<file path="src/rtl/rxq_pkg.sv">
package rxq_pkg;

   localparam int CHAR_W = 9;

   typedef enum logic [1:0] {
      PAR_OFF  = 2'b00,
      PAR_RSV  = 2'b01,
      PAR_EVEN = 2'b10,
      PAR_ODD  = 2'b11
   } par_mode_e;

   typedef struct packed {
      logic [CHAR_W-1:0] data;
      logic              fe;
      logic              pe;
      logic              dor;
   } rxq_ent_t;

endpackage

</file>
<file path="src/rtl/rxq_capture.sv">
// Turns a raw finished character into a stored entry: masks unused bits,
// evaluates parity under the current mode, records the frame error.
module rxq_capture
   import rxq_pkg::*;
(
   input  logic [CHAR_W-1:0] raw_bits,
   input  logic              stop_bit,
   input  logic              par_bit,
   input  logic [2:0]        size_code,
   input  logic [1:0]        par_mode,
   output rxq_ent_t          ent
);

   logic [3:0]        n_keep;
   logic [CHAR_W-1:0] keep;
   logic [CHAR_W-1:0] kept;
   logic              par_x;

   always_comb begin
      case (size_code)
         3'd0:    n_keep = 4'd5;
         3'd1:    n_keep = 4'd6;
         3'd2:    n_keep = 4'd7;
         3'd7:    n_keep = 4'd9;
         default: n_keep = 4'd8;
      endcase
   end

   for (genvar b = 0; b < CHAR_W; b++) begin : g_keep
      assign keep[b] = (4'(b) < n_keep);
   end

   assign kept  = raw_bits & keep;
   assign par_x = (^kept) ^ par_bit;

   always_comb begin
      ent.data = kept;
      ent.fe   = ~stop_bit;
      ent.dor  = 1'b0;
      case (par_mode_e'(par_mode))
         PAR_EVEN: ent.pe = par_x;
         PAR_ODD:  ent.pe = ~par_x;
         default:  ent.pe = 1'b0;
      endcase
   end

endmodule

</file>
<file path="src/rtl/rxq_hold.sv">
// Holding slot standing in for the shift stage, plus the pending overrun mark.
module rxq_hold
   import rxq_pkg::*;
(
   input  logic     clk,
   input  logic     rst_n,
   input  logic     flush,
   input  logic     in_valid,
   input  rxq_ent_t in_ent,
   input  logic     start_seen,
   input  logic     fifo_full,
   input  logic     fifo_popping,
   output logic     hold_v,
   output rxq_ent_t hold_ent,
   output logic     move,
   output logic     ovr_pend
);

   logic accept;
   logic ovr_set;

   assign move    = hold_v && !fifo_full;
   assign accept  = in_valid && (!hold_v || move);
   assign ovr_set = start_seen && fifo_full && hold_v && !fifo_popping;

   always_ff @(posedge clk or negedge rst_n) begin
      if (!rst_n) begin
         hold_v   <= 1'b0;
         hold_ent <= '0;
         ovr_pend <= 1'b0;
      end else if (flush) begin
         hold_v   <= 1'b0;
         hold_ent <= '0;
         ovr_pend <= 1'b0;
      end else begin
         hold_v   <= accept || (hold_v && !move);
         if (accept) hold_ent <= in_ent;
         ovr_pend <= (ovr_pend && !fifo_popping) || ovr_set;
      end
   end

   // a pending overrun only exists while queue and holding slot are both occupied
   assert_ovr_context_R5: assert property (@(posedge clk) disable iff (!rst_n)
      ovr_pend |-> (fifo_full && hold_v));

   // a held character that cannot drain stays held
   assert_hold_kept_R9: assert property (@(posedge clk) disable iff (!rst_n)
      (hold_v && fifo_full && !flush && !fifo_popping) |=> hold_v);

endmodule

</file>
<file path="src/rtl/rxq_store.sv">
// Shift-register queue: slot 0 is always the head.
module rxq_store
   import rxq_pkg::*;
#(
   parameter  int DEPTH = 2,
   localparam int CNT_W = $clog2(DEPTH + 1)
)(
   input  logic             clk,
   input  logic             rst_n,
   input  logic             flush,
   input  logic             push,
   input  rxq_ent_t         push_ent,
   input  logic             pop,
   input  logic             mark_dor,
   output rxq_ent_t         head,
   output logic [CNT_W-1:0] level,
   output logic             full,
   output logic             empty
);

   if (DEPTH < 2) begin : g_bad_depth
      $error("rxq_store: DEPTH must be at least 2");
   end

   rxq_ent_t         slot_q [DEPTH];
   logic             do_pop;
   logic             do_push;
   logic [CNT_W-1:0] wr_idx;

   assign empty   = (level == '0);
   assign full    = (level == CNT_W'(DEPTH));
   assign do_pop  = pop && !empty;
   assign do_push = push && !full;
   assign wr_idx  = do_pop ? level - 1'b1 : level;

   for (genvar i = 0; i < DEPTH; i++) begin : g_slot
      rxq_ent_t cur_r;
      rxq_ent_t nxt;
      rxq_ent_t above;

      if (i + 1 < DEPTH) begin : g_mid
         assign above = slot_q[i+1];
      end else begin : g_top
         assign above = '0;
      end

      always_comb begin
         nxt = cur_r;
         if (do_pop) nxt = above;
         if (do_push && (wr_idx == CNT_W'(i))) nxt = push_ent;
         if ((i == 0) && do_pop && mark_dor) nxt.dor = 1'b1;
      end

      always_ff @(posedge clk or negedge rst_n) begin
         if (!rst_n)     cur_r <= '0;
         else if (flush) cur_r <= '0;
         else            cur_r <= nxt;
      end

      assign slot_q[i] = cur_r;
   end

   always_ff @(posedge clk or negedge rst_n) begin
      if (!rst_n)     level <= '0;
      else if (flush) level <= '0;
      else            level <= level + CNT_W'(do_push) - CNT_W'(do_pop);
   end

   assign head = slot_q[0];

   // occupancy never exceeds the configured depth
   assert_level_bound_R1: assert property (@(posedge clk) disable iff (!rst_n)
      level <= CNT_W'(DEPTH));

   // a lone removal lowers the occupancy by one
   assert_pop_lowers_R1: assert property (@(posedge clk) disable iff (!rst_n)
      (do_pop && !do_push && !flush) |=> (level == $past(level) - 1'b1));

endmodule

</file>
<file path="src/rtl/rx_char_fifo.sv">
module rx_char_fifo
   import rxq_pkg::*;
#(
   parameter int DEPTH = 2
)(
   input  logic       clk,
   input  logic       rst_n,
   input  logic       rx_enable,
   input  logic       char_valid,
   input  logic [8:0] char_bits,
   input  logic       char_stop,
   input  logic       char_parity,
   input  logic       start_seen,
   input  logic [2:0] size_code,
   input  logic [1:0] par_mode,
   input  logic       rd_low,
   output logic       rx_done,
   output logic [7:0] rd_data,
   output logic       rd_bit8,
   output logic       err_frame,
   output logic       err_parity,
   output logic       err_overrun
);

   localparam int CNT_W = $clog2(DEPTH + 1);

   if (CHAR_W != 9) begin : g_bad_width
      $error("rx_char_fifo: port widths assume nine data bits");
   end

   rxq_ent_t         cap_ent;
   rxq_ent_t         hold_ent;
   rxq_ent_t         head;
   logic             hold_v;
   logic             move;
   logic             ovr_pend;
   logic             flush;
   logic             pop_req;
   logic             q_full;
   logic             q_empty;
   logic [CNT_W-1:0] q_level;

   assign flush   = !rx_enable;
   assign pop_req = rd_low && rx_enable;

   rxq_capture i_capture (
      .raw_bits  (char_bits),
      .stop_bit  (char_stop),
      .par_bit   (char_parity),
      .size_code (size_code),
      .par_mode  (par_mode),
      .ent       (cap_ent)
   );

   rxq_hold i_hold (
      .clk          (clk),
      .rst_n        (rst_n),
      .flush        (flush),
      .in_valid     (char_valid),
      .in_ent       (cap_ent),
      .start_seen   (start_seen),
      .fifo_full    (q_full),
      .fifo_popping (pop_req && !q_empty),
      .hold_v       (hold_v),
      .hold_ent     (hold_ent),
      .move         (move),
      .ovr_pend     (ovr_pend)
   );

   rxq_store #(.DEPTH(DEPTH)) i_store (
      .clk      (clk),
      .rst_n    (rst_n),
      .flush    (flush),
      .push     (move),
      .push_ent (hold_ent),
      .pop      (pop_req),
      .mark_dor (ovr_pend),
      .head     (head),
      .level    (q_level),
      .full     (q_full),
      .empty    (q_empty)
   );

   assign rx_done     = !q_empty;
   assign rd_data     = q_empty ? 8'h00 : head.data[7:0];
   assign rd_bit8     = !q_empty && head.data[8];
   assign err_frame   = !q_empty && head.fe;
   assign err_parity  = !q_empty && head.pe;
   assign err_overrun = !q_empty && head.dor;

   // unread data does not vanish without a read
   assert_keep_nonempty_R1: assert property (@(posedge clk) disable iff (!rst_n)
      (rx_enable && rx_done && !rd_low) |=> rx_done);

   // a disabled receiver leaves nothing readable
   assert_flush_clears_R6: assert property (@(posedge clk) disable iff (!rst_n)
      !rx_enable |=> (!rx_done && !err_overrun && !err_frame && !err_parity));

   // the ninth bit is cleared outside 9-bit mode
   assert_ninth_masked_R7: assert property (@(posedge clk) disable iff (!rst_n)
      (char_valid && size_code != 3'd7) |-> !cap_ent.data[8]);

   // head contents hold until the low byte is read
   assert_head_stable_R8: assert property (@(posedge clk) disable iff (!rst_n)
      (rx_enable && rx_done && !rd_low) |=>
         ($stable(rd_data) && $stable(rd_bit8) && $stable(err_frame) && $stable(err_parity)));

endmodule

</file>
<file path="config.mk">
export PLATFORM = sky130hd
export DESIGN_NAME = rx_char_fifo
export DESIGN_NICKNAME = d
export VERILOG_FILES = /design/src/rtl/rxq_pkg.sv /design/src/rtl/rxq_capture.sv /design/src/rtl/rxq_hold.sv /design/src/rtl/rxq_store.sv /design/src/rtl/rx_char_fifo.sv
export SDC_FILE = /design/constraint.sdc
export NUM_CORES = 1
export LEC_CHECK = 0
export ABC_AREA = 1
export BUFFER_PORTS_ARGS = -buffer_cell sky130_fd_sc_hd__buf_2
export CAP_MARGIN = 10
export CORE_UTILIZATION = 55
export DETAILED_ROUTE_END_ITERATION = 7
export PLACE_DENSITY = 0.81
export SLEW_MARGIN = 20
export SYNTH_ARGS = -nofsm -noshare
export SYNTH_HDL_FRONTEND = slang
export SYNTH_SLANG_ARGS = --single-unit
</file>
<file path="constraint.sdc">
create_clock -name clk -period 2.1 [get_ports clk]
set_clock_uncertainty 0.05 [all_clocks]
set_input_delay 0.315 -clock clk [delete_from_list [all_inputs] [get_ports clk]]
set_output_delay 0.315 -clock clk [all_outputs]
set_load 0.02 [all_outputs]
</file>
==> out/qor.yml, run 1 <==
yosysWarnings: 0
firstDrtPassIters: 5
power_density_nw_per_um2: 723
track_usage: 0.228
fmax_mhz: 509
critPathKind: "reg -> reg"
dp_cells: 363
cts_setup_buffers: 0
tightest_slew_ps: 818
gp_congestion: 0.753
grt_overflow_total: 0
fillCellCount: 322
reg2reg_slack_ps: 140
cts_tree: "done"
startpoint: "i_store.level[1]"
r2r_cells: 10
tns_ps: 0
regArea_um2: 952
chipWidth_um: 64.3
min_period_ps: 1960
fp.coreArea_um2: 3690
htree_levels: 2
fin_util: 0.659
synth_cell_types: 25
drtIter0Drc: 65
r2r-start: "i_store.level[1]"
root_buffer: "clkbuf_8"
hold_viol: 0
cp-end-kind: "flop"
synth.ff_latch_count: 38
viasPerCell: 5.04
place.port_buffers: 34
cts_sinks: 38
multi_input_area_um2: 938
dpl.hpwl_um: 3070
hp-class: "in -> async"
status: "completed"
drive_gt1_frac: 0.183
pre_cts_ws_ps: -124
wl_um: 4240
relSlewSlack: 0.455
crit_required_ps: 2200
netlist_area_um2: 2130
critPathLaunchType: "flop"
antenna_found_initial: 0
period_share: 0.935
worstPathArrival_ps: 2060
io-pin-count: 35
setup_ws_ps: 136
ir_worst_vdd_v: 0.000379
wl_per_cell_um: 11.4
clk_path_buf_depth: 2
numCtsBuffers: 5
rows: 22
drcViolationCount: 0
yosysSeqAreaShare: 0.446
reg2reg_to: "i_store.level[1]"
grt_max_degree: 39
cp_max_fo: 4
synth_fp_nets: 314
grt_setup_unrepaired: "no"
slew_viol_final: 0
vias: 1869
cap_violations: 0
die_area_um2: 4130
path_clk_slew_ps: 70
grt_pass1_wl_um: 7180
diodes: 0
drtAntennaViolNets: 0
grt_pass1_vias: 1658
setup_viol: 0
nets: 349
postSynthCellCount: 288
synth_area_per_cell_um2: 7.41
initial_core_util: 0.578
area_delta_synth_final_pct: 14.0
leakage_nw: 1.31
instances_no_fill: 371
insertion_delay_ps: 290
die_h_um: 64.3
metrics by stage:
| stage | cell area, um2 | total power [mW] | hold WS [ps] |
|---|---|---|---|
| final | 2430 | 1.76 | 66.9 |
| after floorplan | 2130 | 1.15 | -30.6 |
| after CTS | 2400 | 1.74 | 91.9 |
| after global routing | 2430 | 1.86 | 139 |
| after global placement | 2310 | 1.23 | 398 |
| after detailed placement | 2310 | 1.26 | 403 |
layout make-up:
cell class,instances,area share
clock inverters,2,0.00412
inverters,54,0.0844
multi-input cells,187,0.386
well taps,48,0.0247
flip-flops and latches,38,0.392
clock buffers,5,0.0283
repair buffers,37,0.0808
repair_timing:
item	in CTS	in global routing
pin swaps	0	0
hold buffers	0	0
endpoints found under the setup margin	11	22
gates cloned	0	1
gates resized for setup	1	6
endpoints found under the hold margin	0	0
flip-flops by register name (all words and copies together), names as in the netlist:
| signal | count |
|---|---|
| i_hold.hold_ent | 11 |
| i_hold.hold_v | 1 |
| i_hold.ovr_pend | 1 |
| i_store.g_slot.above | 11 |
| i_store.head | 12 |
| i_store.level | 2 |
where the power goes:
part / leakage, nW / internal (mW) / total (mW) / switching, mW
logic: 0.744 / 0.156 / 0.500 / 0.343
registers: 0.521 / 0.768 / 0.789 / 0.0213
clock network: 0.0438 / 0.223 / 0.468 / 0.245
cell usage after synthesis:
library cell,n,area [um2]
a21oi_1,2,10.0
a21oi_4,1,16.3
buf_2,3,15.0
buf_6,4,45.0
clkbuf_1,3,11.3
clkinv_1,1,3.75
dfrtp_1,38,951
ha_1,4,50.1
inv_1,50,188
inv_2,2,7.51
inv_4,1,6.26
nand2_1,98,368
nand2_2,1,6.26
nand3_1,15,75.1
nand3_2,2,20.0
nand3_4,1,17.5
nor2_1,23,86.3
nor2_2,1,6.26
o21ai_0,2,10.0
o21ai_1,11,55.1
o21ai_4,1,16.3
o22ai_1,11,68.8
o31ai_1,11,82.6
xnor2_1,1,8.76
xor2_1,1,8.76
logic make-up (layout without fill, tap and decap cells):
logic type | count (synthesis) | in the layout | synth area share
simple gates | 141 | 142 | 0.272
buf+inv | 64 | 98 | 0.130
compound gates | 39 | 39 | 0.121
flops | 38 | 38 | 0.446
fa+ha+maj | 4 | 4 | 0.0235
xor+xnor | 2 | 2 | 0.00821
worst max-delay path: stages, from the launching register on:
cell	delay (ps)
dfrtp_2	450
inv_1	70
ha_1	180
inv_2	50
nand3_2	80
inv_4	60
ha_1	360
inv_2	100
ha_1	200
xor2_1	170
nor2_1	60
layer usage:
layer | vias up | part of all wire | wire length (um) | GRT usage
met1 | 844 | 0.46 | 1950 | 0.287
li1 | 960 | - | - | -
met2 | 54 | 0.48 | 2050 | 0.370
met5 | - | 0 | 0 | 0
met3 | 11 | 0.043 | 181 | 0.0429
met4 | 0 | 0.016 | 68 | 0.117
worst max path at each step:
stage / endpoint / cells past startpoint
floorplan: i_store.g_slot[0].above[1] / 10
global placement: i_store.g_slot[0].above[7] / 9
detailed placement: i_store.g_slot[0].above[8] / 9
CTS: i_store.g_slot[0].above[8] / 9
global route: i_store.head[5] / 12
finish: i_store.level[1] / 10
placed cells by master, fill, tap and decap left out:
cell	Yosys	layout
nand2_1	98	98
inv_1	50	49
dfrtp_1	38	37
buf_2	3	34
nor2_1	23	22
nand3_1	15	15
o21ai_1	11	11
o22ai_1	11	11
o31ai_1	11	10
clkbuf_8	0	5
ha_1	4	4
inv_2	2	3
nand3_4	1	3
nor2_2	1	2
o21ai_0	2	2
a21oi_1	2	2
clkinv_2	0	2
buf_4	0	2
nand3_2	2	1
inv_4	1	1
xnor2_1	1	1
xor2_1	1	1
nand2_2	1	1
o21ai_4	1	1
a21oi_4	1	1
clkinv_1	1	1
o31ai_2	0	1
dfrtp_2	0	1
buf_6	4	1
(Power assumes the default switching activity.)
==> inputs of run 2 (changes only) <==
PLACE_DENSITY = 0.8   (was 0.81)
SYNTH_HIERARCHICAL = 1   (was unset)
==> run 2 against run 1 <==
Net effect: design area increased by 11%; non-clock buffer count unchanged; first-iteration DRC count increased by 100%; fmax increased by 7.0%; combinational power increased by 12%; sequential power increased by 6.2%; critical path depth decreased by 1; clock-buffer cell count increased by 1; synthesized cell count increased by 17%; worst hold slack improved by 6.6 ps; critical path type unchanged.
==> out/qor.yml, run 2 <==
status: "completed"  # unchanged
synth_fp_nets: 364  # was 314
slowest_delay_ps: 450  # about the same
area_delta_synth_final_pct: 10.2  # was 14.0%
power_density_nw_per_um2: 760  # was 723 nW/um2
finalPower_mw: 2.05  # was 1.76 mW
cts_tree: "done"  # unchanged
dpl.hpwl_um: 3040  # was 3070 um
period_share: 0.874  # was 0.935
netlist_area_um2: 2440  # was 2130 um2
cts_sinks: 40  # was 38
fp.coreArea_um2: 4140  # was 3690 um2
synth_compound_area_frac: 0.0645  # was 0.121
hp-class: "in -> async"  # unchanged
slew_viol_final: 0  # unchanged
yosysSeqAreaShare: 0.409  # was 0.446
cp_max_fo: 35  # was 4
holdBufCountCts: 0  # unchanged
synth_cell_types: 26  # was 25
synth.most_common_cell: "nand2_1"  # unchanged
viasPerCell: 4.94  # was 5.04
grt_pass1_vias: 1788  # was 1,658
critical_path.cell_chain: "ha_1, nor2_1, nand2_1, a21oi_4, nand3_4, buf_6, o21ai_0, nand2_1, nand2_1"  # was inv_1, ha_1, inv_2, nand3_2, inv_4, ha_1, inv_2, ha_1, xor2_1, nor2_1
firstDrtPassIters: 4  # was 5
slowest_stage: "dfrtp_1"  # was dfrtp_2
insertion_delay_ps: 290  # about the same
wl_um: 4150  # was 4240 um
fmax_mhz: 545  # was 509 MHz
min_period_ps: 1830  # was 1960 ps
chipWidth_um: 68.7  # was 64.3 um
cpMostUsedCell: "nand2_1"  # was ha_1
tightest_slew_ps: 849  # was 818 ps
synth_fa_ha_area_frac: 0.0205  # was 0.0235
placed_area_um2: 2570  # was 2310 um2
regArea_um2: 1000  # was 952 um2
yosysWarnings: 6  # was 0
critPathLaunchType: "flop"  # unchanged
yosysTopAreaCell: "dfrtp_1"  # unchanged
vias: 2041  # was 1,869
drtAntennaViolNets: 0  # unchanged
drtIter0Drc: 131  # was 65
tns_ps: 0  # unchanged
final_cell_mix: "91 x nand2_1, 52 x inv_1, 43 x nand3_1"  # was 98 x nand2_1, 49 x inv_1, 37 x dfrtp_1
multi_input_area_um2: 1100  # was 938 um2
cap_violations: 0  # unchanged
track_usage: 0.216  # was 0.228
hold_viol: 0  # unchanged
layout_commonest_cell: "nand2_1"  # unchanged
wl_per_cell_um: 10.1  # was 11.4 um
fin_area_um2: 2700  # was 2430 um2
io-pin-count: 35  # unchanged
synthSimpleGateAreaFrac: 0.357  # was 0.272
cp-end-kind: "flop"  # unchanged
ys_top_cells_by_area: "dfrtp_1 41%, nand2_1 14%, nand3_1 8.8%"  # was dfrtp_1 45%, nand2_1 17%, inv_1 8.8%
place.port_buffers: 34  # unchanged
cp.buffers_inverters: 1  # was 4
path_clk_slew_ps: 80  # was 70 ps
relSlewSlack: 0.434  # was 0.455
async_reset_ff_frac: 1.00  # unchanged
die_area_um2: 4720  # was 4130 um2
synthFlopType: "dfrtp_1"  # unchanged
setup_viol: 0  # unchanged
synth-xor-area-share: 0.00716  # was 0.00821
ir_worst_vdd_v: 0.000278  # was 0.000379 V
hold_slack_ps: 73.5  # was 66.9 ps
synthMuxAreaShare: 0  # unchanged
clk_path_buf_depth: 2  # unchanged
antenna_found_initial: 0  # unchanged
nets: 388  # was 349
crit_required_ps: 2280  # was 2200 ps
root_buffer: "clkbuf_8"  # unchanged
worstPathArrival_ps: 2010  # was 2060 ps
synth_area_per_cell_um2: 7.23  # was 7.41 um2
synth.ff_latch_count: 40  # was 38
fillCellCount: 361  # was 322
synth_top_family_by_area: "simple AND/OR/NAND/NOR gates"  # unchanged
grt_setup_unrepaired: "no"  # unchanged
r2r-start: "i_store/level[1]"  # was i_store.level[1]
initial_core_util: 0.590  # was 0.578
die_h_um: 68.7  # was 64.3 um
rows: 23  # was 22
drcViolationCount: 0  # unchanged
postSynthCellCount: 338  # was 288
critPathKind: "reg -> reg"  # unchanged
leakage_nw: 1.48  # was 1.31 nW
grt_max_degree: 41  # was 39
synth_edf_count: 0  # unchanged
drive_gt1_frac: 0.193  # was 0.183
htree_levels: 2  # unchanged
netlist.area_leader.share: 0.409  # was 0.446
gp_congestion: 0.731  # was 0.753
diodes: 0  # unchanged
numCtsBuffers: 5  # unchanged
grt_pass1_wl_um: 7620  # was 7180 um
crit_family: "flip-flops"  # was adder cells
synthTopCellsByCount: "92 x nand2_1, 53 x inv_1, 43 x nand3_1"  # was 98 x nand2_1, 50 x inv_1, 38 x dfrtp_1
startpoint: "i_store/level[1]"  # was i_store.level[1]
grt_overflow_total: 0  # unchanged
## run 2: cell count changes in the layout (fill, tap and decap cells not counted), moves of 3 or more
cell	change
dfrtp_1	+3
inv_1	+3
nand2_1	-7
nand2_2	+9
nand3_1	+28
nand4_1	+13
o21ai_1	+9
o22ai_1	-11
o31ai_1	-10
## run 2: power breakdown
group          switching (mW)  internal (mW)
registers              0.0309          0.808
logic                   0.384          0.174
clock network           0.263          0.388
total                   0.678           1.37
## run 2: per-stage QoR
step,worst slack [ps],util,std cells
after floorplan,320,-,338
after global placement,260,0.620,405
after global routing,40.8,0.650,413
final,265,0.650,413
after CTS,196,0.649,413
after detailed placement,215,0.620,405
## run 2: worst reg2reg max path, delay by kind of cell (launching register included)
family / cells / cell delay, ps
DFF: 1 / 450
and+or+nand+nor: 5 / 450
AOI/OAI and AO/OA: 2 / 370
adders and majority gates: 1 / 260
buffers and inverters: 1 / 200
## run 2: layout make-up
class | count | share of cell area
multi-input cells | 222 | 0.409
flip-flops and latches | 40 | 0.371
inverters | 56 | 0.0780
repair buffers | 37 | 0.0729
clock buffers | 6 | 0.0306
well taps | 50 | 0.0232
clock inverters | 2 | 0.0144
## run 2: final timing paths
path	end	slack, ps	cells after the start
worst max-delay path	i_store/head[10]	270	9
worst min-delay path	i_store/head[8]	70	1
worst max register to register	i_store/head[10]	270	9
worst min register to register	i_hold/hold_ent[8]	460	2
max in group asynchronous	i_hold/hold_ent[10]	1390	1
min in group clk	i_hold/hold_ent[2]	240	4
## run 2: kinds of logic (layout without fill, tap and decap cells)
kind of cell / after synthesis / count (layout)
adders and majority gates: 4 / 4
xor gates and xnor gates: 2 / 2
other: 1 / 1
and+or+nand+nor: 188 / 188
AOI/OAI and AO/OA: 27 / 27
buffers and inverters: 76 / 101
DFF: 40 / 40
## run 2: layer usage
layer	global-route usage	vias to the layer above	part of all wire
li1	-	1093	-
met1	0.278	894	0.49
met2	0.353	49	0.46
met3	0.0526	5	0.040
met4	0.0729	0	0.012
met5	0	-	0
## run 2: what timing repair did
action	CTS	global route
setup buffers	0	0
setup endpoints to repair	0	10
resized for setup	0	3
==> inputs of run 3 (changes only) <==
HOLD_SLACK_MARGIN = 0.12   (was unset)
clock period = 2 ns   (was 2.1 ns; I/O delays follow)
==> run 3 against run 2 <==
Net effect: global-route usage grew 0.91 points; via count up 2.7%; worst setup slack worse by 100 ps; critical path type is now reg -> out; design area increased by 1.6%; critical path depth fell by 4.
==> out/qor.yml, run 3 (same netlist as run 2, synthesis figures left out) <==
place.port_buffers: 34  # unchanged
slowest_delay_ps: 450  # about the same
pre_cts_ws_ps: 123  # was 215 ps
slew_viol_final: 0  # unchanged
setup_viol: 0  # unchanged
cts_sinks: 40  # unchanged
min_period_ps: 1840
critical_path.cell_chain: "inv_1, ha_1, buf_4, nor2_1, buf_2"  # was ha_1, nor2_1, nand2_1, a21oi_4, nand3_4, buf_6, o21ai_0, nand2_1, nand2_1
nets: 392  # was 388
die_h_um: 68.7  # unchanged
critPathKind: "reg -> out"  # was reg -> reg
grt_max_degree: 41  # unchanged
reg2reg_slack_ps: 170  # was 270 ps
multi_input_area_um2: 1110  # was 1100 um2
cp.buffers_inverters: 3  # was 1
dpl.hpwl_um: 3200  # was 3040 um
final_cell_mix: "91 x nand2_1, 52 x inv_1, 43 x nand3_1"  # unchanged
diodes: 0  # unchanged
holdPathStages: 4
crit_required_ps: 1650  # was 2280 ps
drtAntennaViolNets: 0  # unchanged
p_comb_frac: 0.273  # was 0.272
root_buffer: "clkbuf_8"  # unchanged
viasPerCell: 5.04  # was 4.94
slowest_stage: "dfrtp_1"  # unchanged
power.switching_uw: 731  # was 678 uW
tightest_slew_ps: 667  # was 849 ps
regArea_um2: 1000  # unchanged
leakage_nw: 1.49  # was 1.48 nW
drive_gt1_frac: 0.199  # was 0.193
tns_ps: 0  # unchanged
io-pin-count: 35  # unchanged
reg2reg_to: "i_store/level[1]"  # was i_store/head[10]
grt_pass1_vias: 1892  # was 1,788
cts_tree: "done"  # unchanged
netSwitchingFraction: 0.322  # was 0.331
power_density_nw_per_um2: 828  # was 760 nW/um2
r2r_cells: 10  # was 9
setup_ws_ps: 162  # was 265 ps
power.internal_mw: 1.54  # was 1.37 mW
gp_congestion: 0.733  # was 0.731
hold_end: "i_hold/hold_ent[2]"
fillCellCount: 385  # was 361
cp_max_fo: 14  # was 35
antenna_found_initial: 0  # unchanged
wl_um: 4450  # was 4150 um
cts_setup_buffers: 0  # unchanged
hold_slack_ps: 216  # was 73.5 ps
clk_path_buf_depth: 2  # unchanged
path_clk_slew_ps: 70  # was 80 ps
numCtsBuffers: 5  # unchanged
htree_levels: 2  # unchanged
hp-start: "char_stop"
drcViolationCount: 0  # unchanged
rows: 23  # unchanged
period_share: 0.919
track_usage: 0.225  # was 0.216
fmax_mhz: 544
vias: 2096  # was 2,041
hp-class: "in -> reg"  # was in -> async
initial_core_util: 0.590  # unchanged
die_area_um2: 4720  # unchanged
placed_area_um2: 2580  # was 2570 um2
crit_family: "flip-flops"  # unchanged
critPathLaunchType: "flop"  # unchanged
grt_setup_unrepaired: "no"  # unchanged
finalPower_mw: 2.27  # was 2.05 mW
area_delta_synth_final_pct: 12.0  # was 10.2%
firstDrtPassIters: 7  # was 4
grt_overflow_total: 0  # unchanged
layout_commonest_cell: "nand2_1"  # unchanged
status: "completed"  # unchanged
wl_per_cell_um: 10.7  # was 10.1 um
cp-end-kind: "primary output"  # was flop
drtIter0Drc: 57  # was 131
insertion_delay_ps: 290  # about the same
fin_area_um2: 2740  # was 2700 um2
grt_pass1_wl_um: 7920  # was 7620 um
cap_violations: 0  # unchanged
p_seq_frac: 0.388  # was 0.409
r2r-start: "i_store/level[1]"  # unchanged
hold_viol: 0  # unchanged
clkPwrFrac: 0.339  # was 0.318
chipWidth_um: 68.7  # unchanged
fp.coreArea_um2: 4140  # unchanged
relSlewSlack: 0.555  # was 0.434
worstPathArrival_ps: 1490  # was 2010 ps
ir_worst_vdd_v: 0.000425  # was 0.000278 V
run 3: cell types whose count changed in the layout (fill, tap and decap cells not counted):
cell / previous run / this run
a21oi_2: 0 / 1
dlygate4sd3_1: 0 / 1
ha_1: 4 / 3
clkbuf_8: 6 / 5
buf_4: 2 / 4
clkinv_4: 1 / 0
bufinv_16: 1 / 2
ha_2: 0 / 1
run 3: area by class of cell:
class / instances / area share
sequential: 40 / 0.365
inverter: 56 / 0.0767
clock inverter: 2 / 0.0219
clock buffer: 5 / 0.0251
multi-input combinational: 223 / 0.407
timing repair buffer: 40 / 0.0809
tap: 50 / 0.0228
run 3: power by group through the flow:
stage / logic (mW) / clock network, mW / registers (mW)
final: 0.620 / 0.768 / 0.880
after global routing: 0.719 / 0.816 / 0.886
after CTS: 0.609 / 0.784 / 0.880
after detailed placement: 0.603 / 0 / 0.895
after global placement: 0.591 / 0 / 0.893
after floorplan: 0.502 / 0 / 0.889
run 3: layer usage:
layer  vias up  global-route usage  share of wire
li1       1109                   -              -
met1       936               0.278           0.49
met2        45               0.384           0.46
met3         6              0.0444          0.031
met4         0              0.0859          0.015
met5         -                   0              0
run 3: worst max path at each step:
stage | cells after the start | from | to
6_report | 5 | i_store/level[1] | err_parity
5_1_grt | 12 | i_store/level[1] | i_store/head[9]
4_1_cts | 8 | i_store/level[1] | i_store/g_slot[0].above[5]
3_5_place_dp | 9 | i_store/level[0] | i_store/g_slot[0].above[5]
3_3_place_gp | 8 | i_store/level[1] | i_store/g_slot[0].above[5]
2_1_floorplan | 10 | i_store/level[1] | i_store/level[1]
run 3: repair_timing:
action	4_1_cts	5_1_grt
endpoints found under the setup margin	0	18
gates resized for setup	0	4
endpoints found under the hold margin	40	0
hold buffers	1	0
run 3: worst min-delay path: stages:
cell and delay [ps]:
buf_2 70, inv_1 30, nand4_1 70, nand2_1 50
run 3: metrics by stage:
stage,std cells,util
after global placement,407,0.623
final,416,0.661
after CTS,415,0.657
after global routing,416,0.661
after floorplan,338,-
after detailed placement,407,0.623
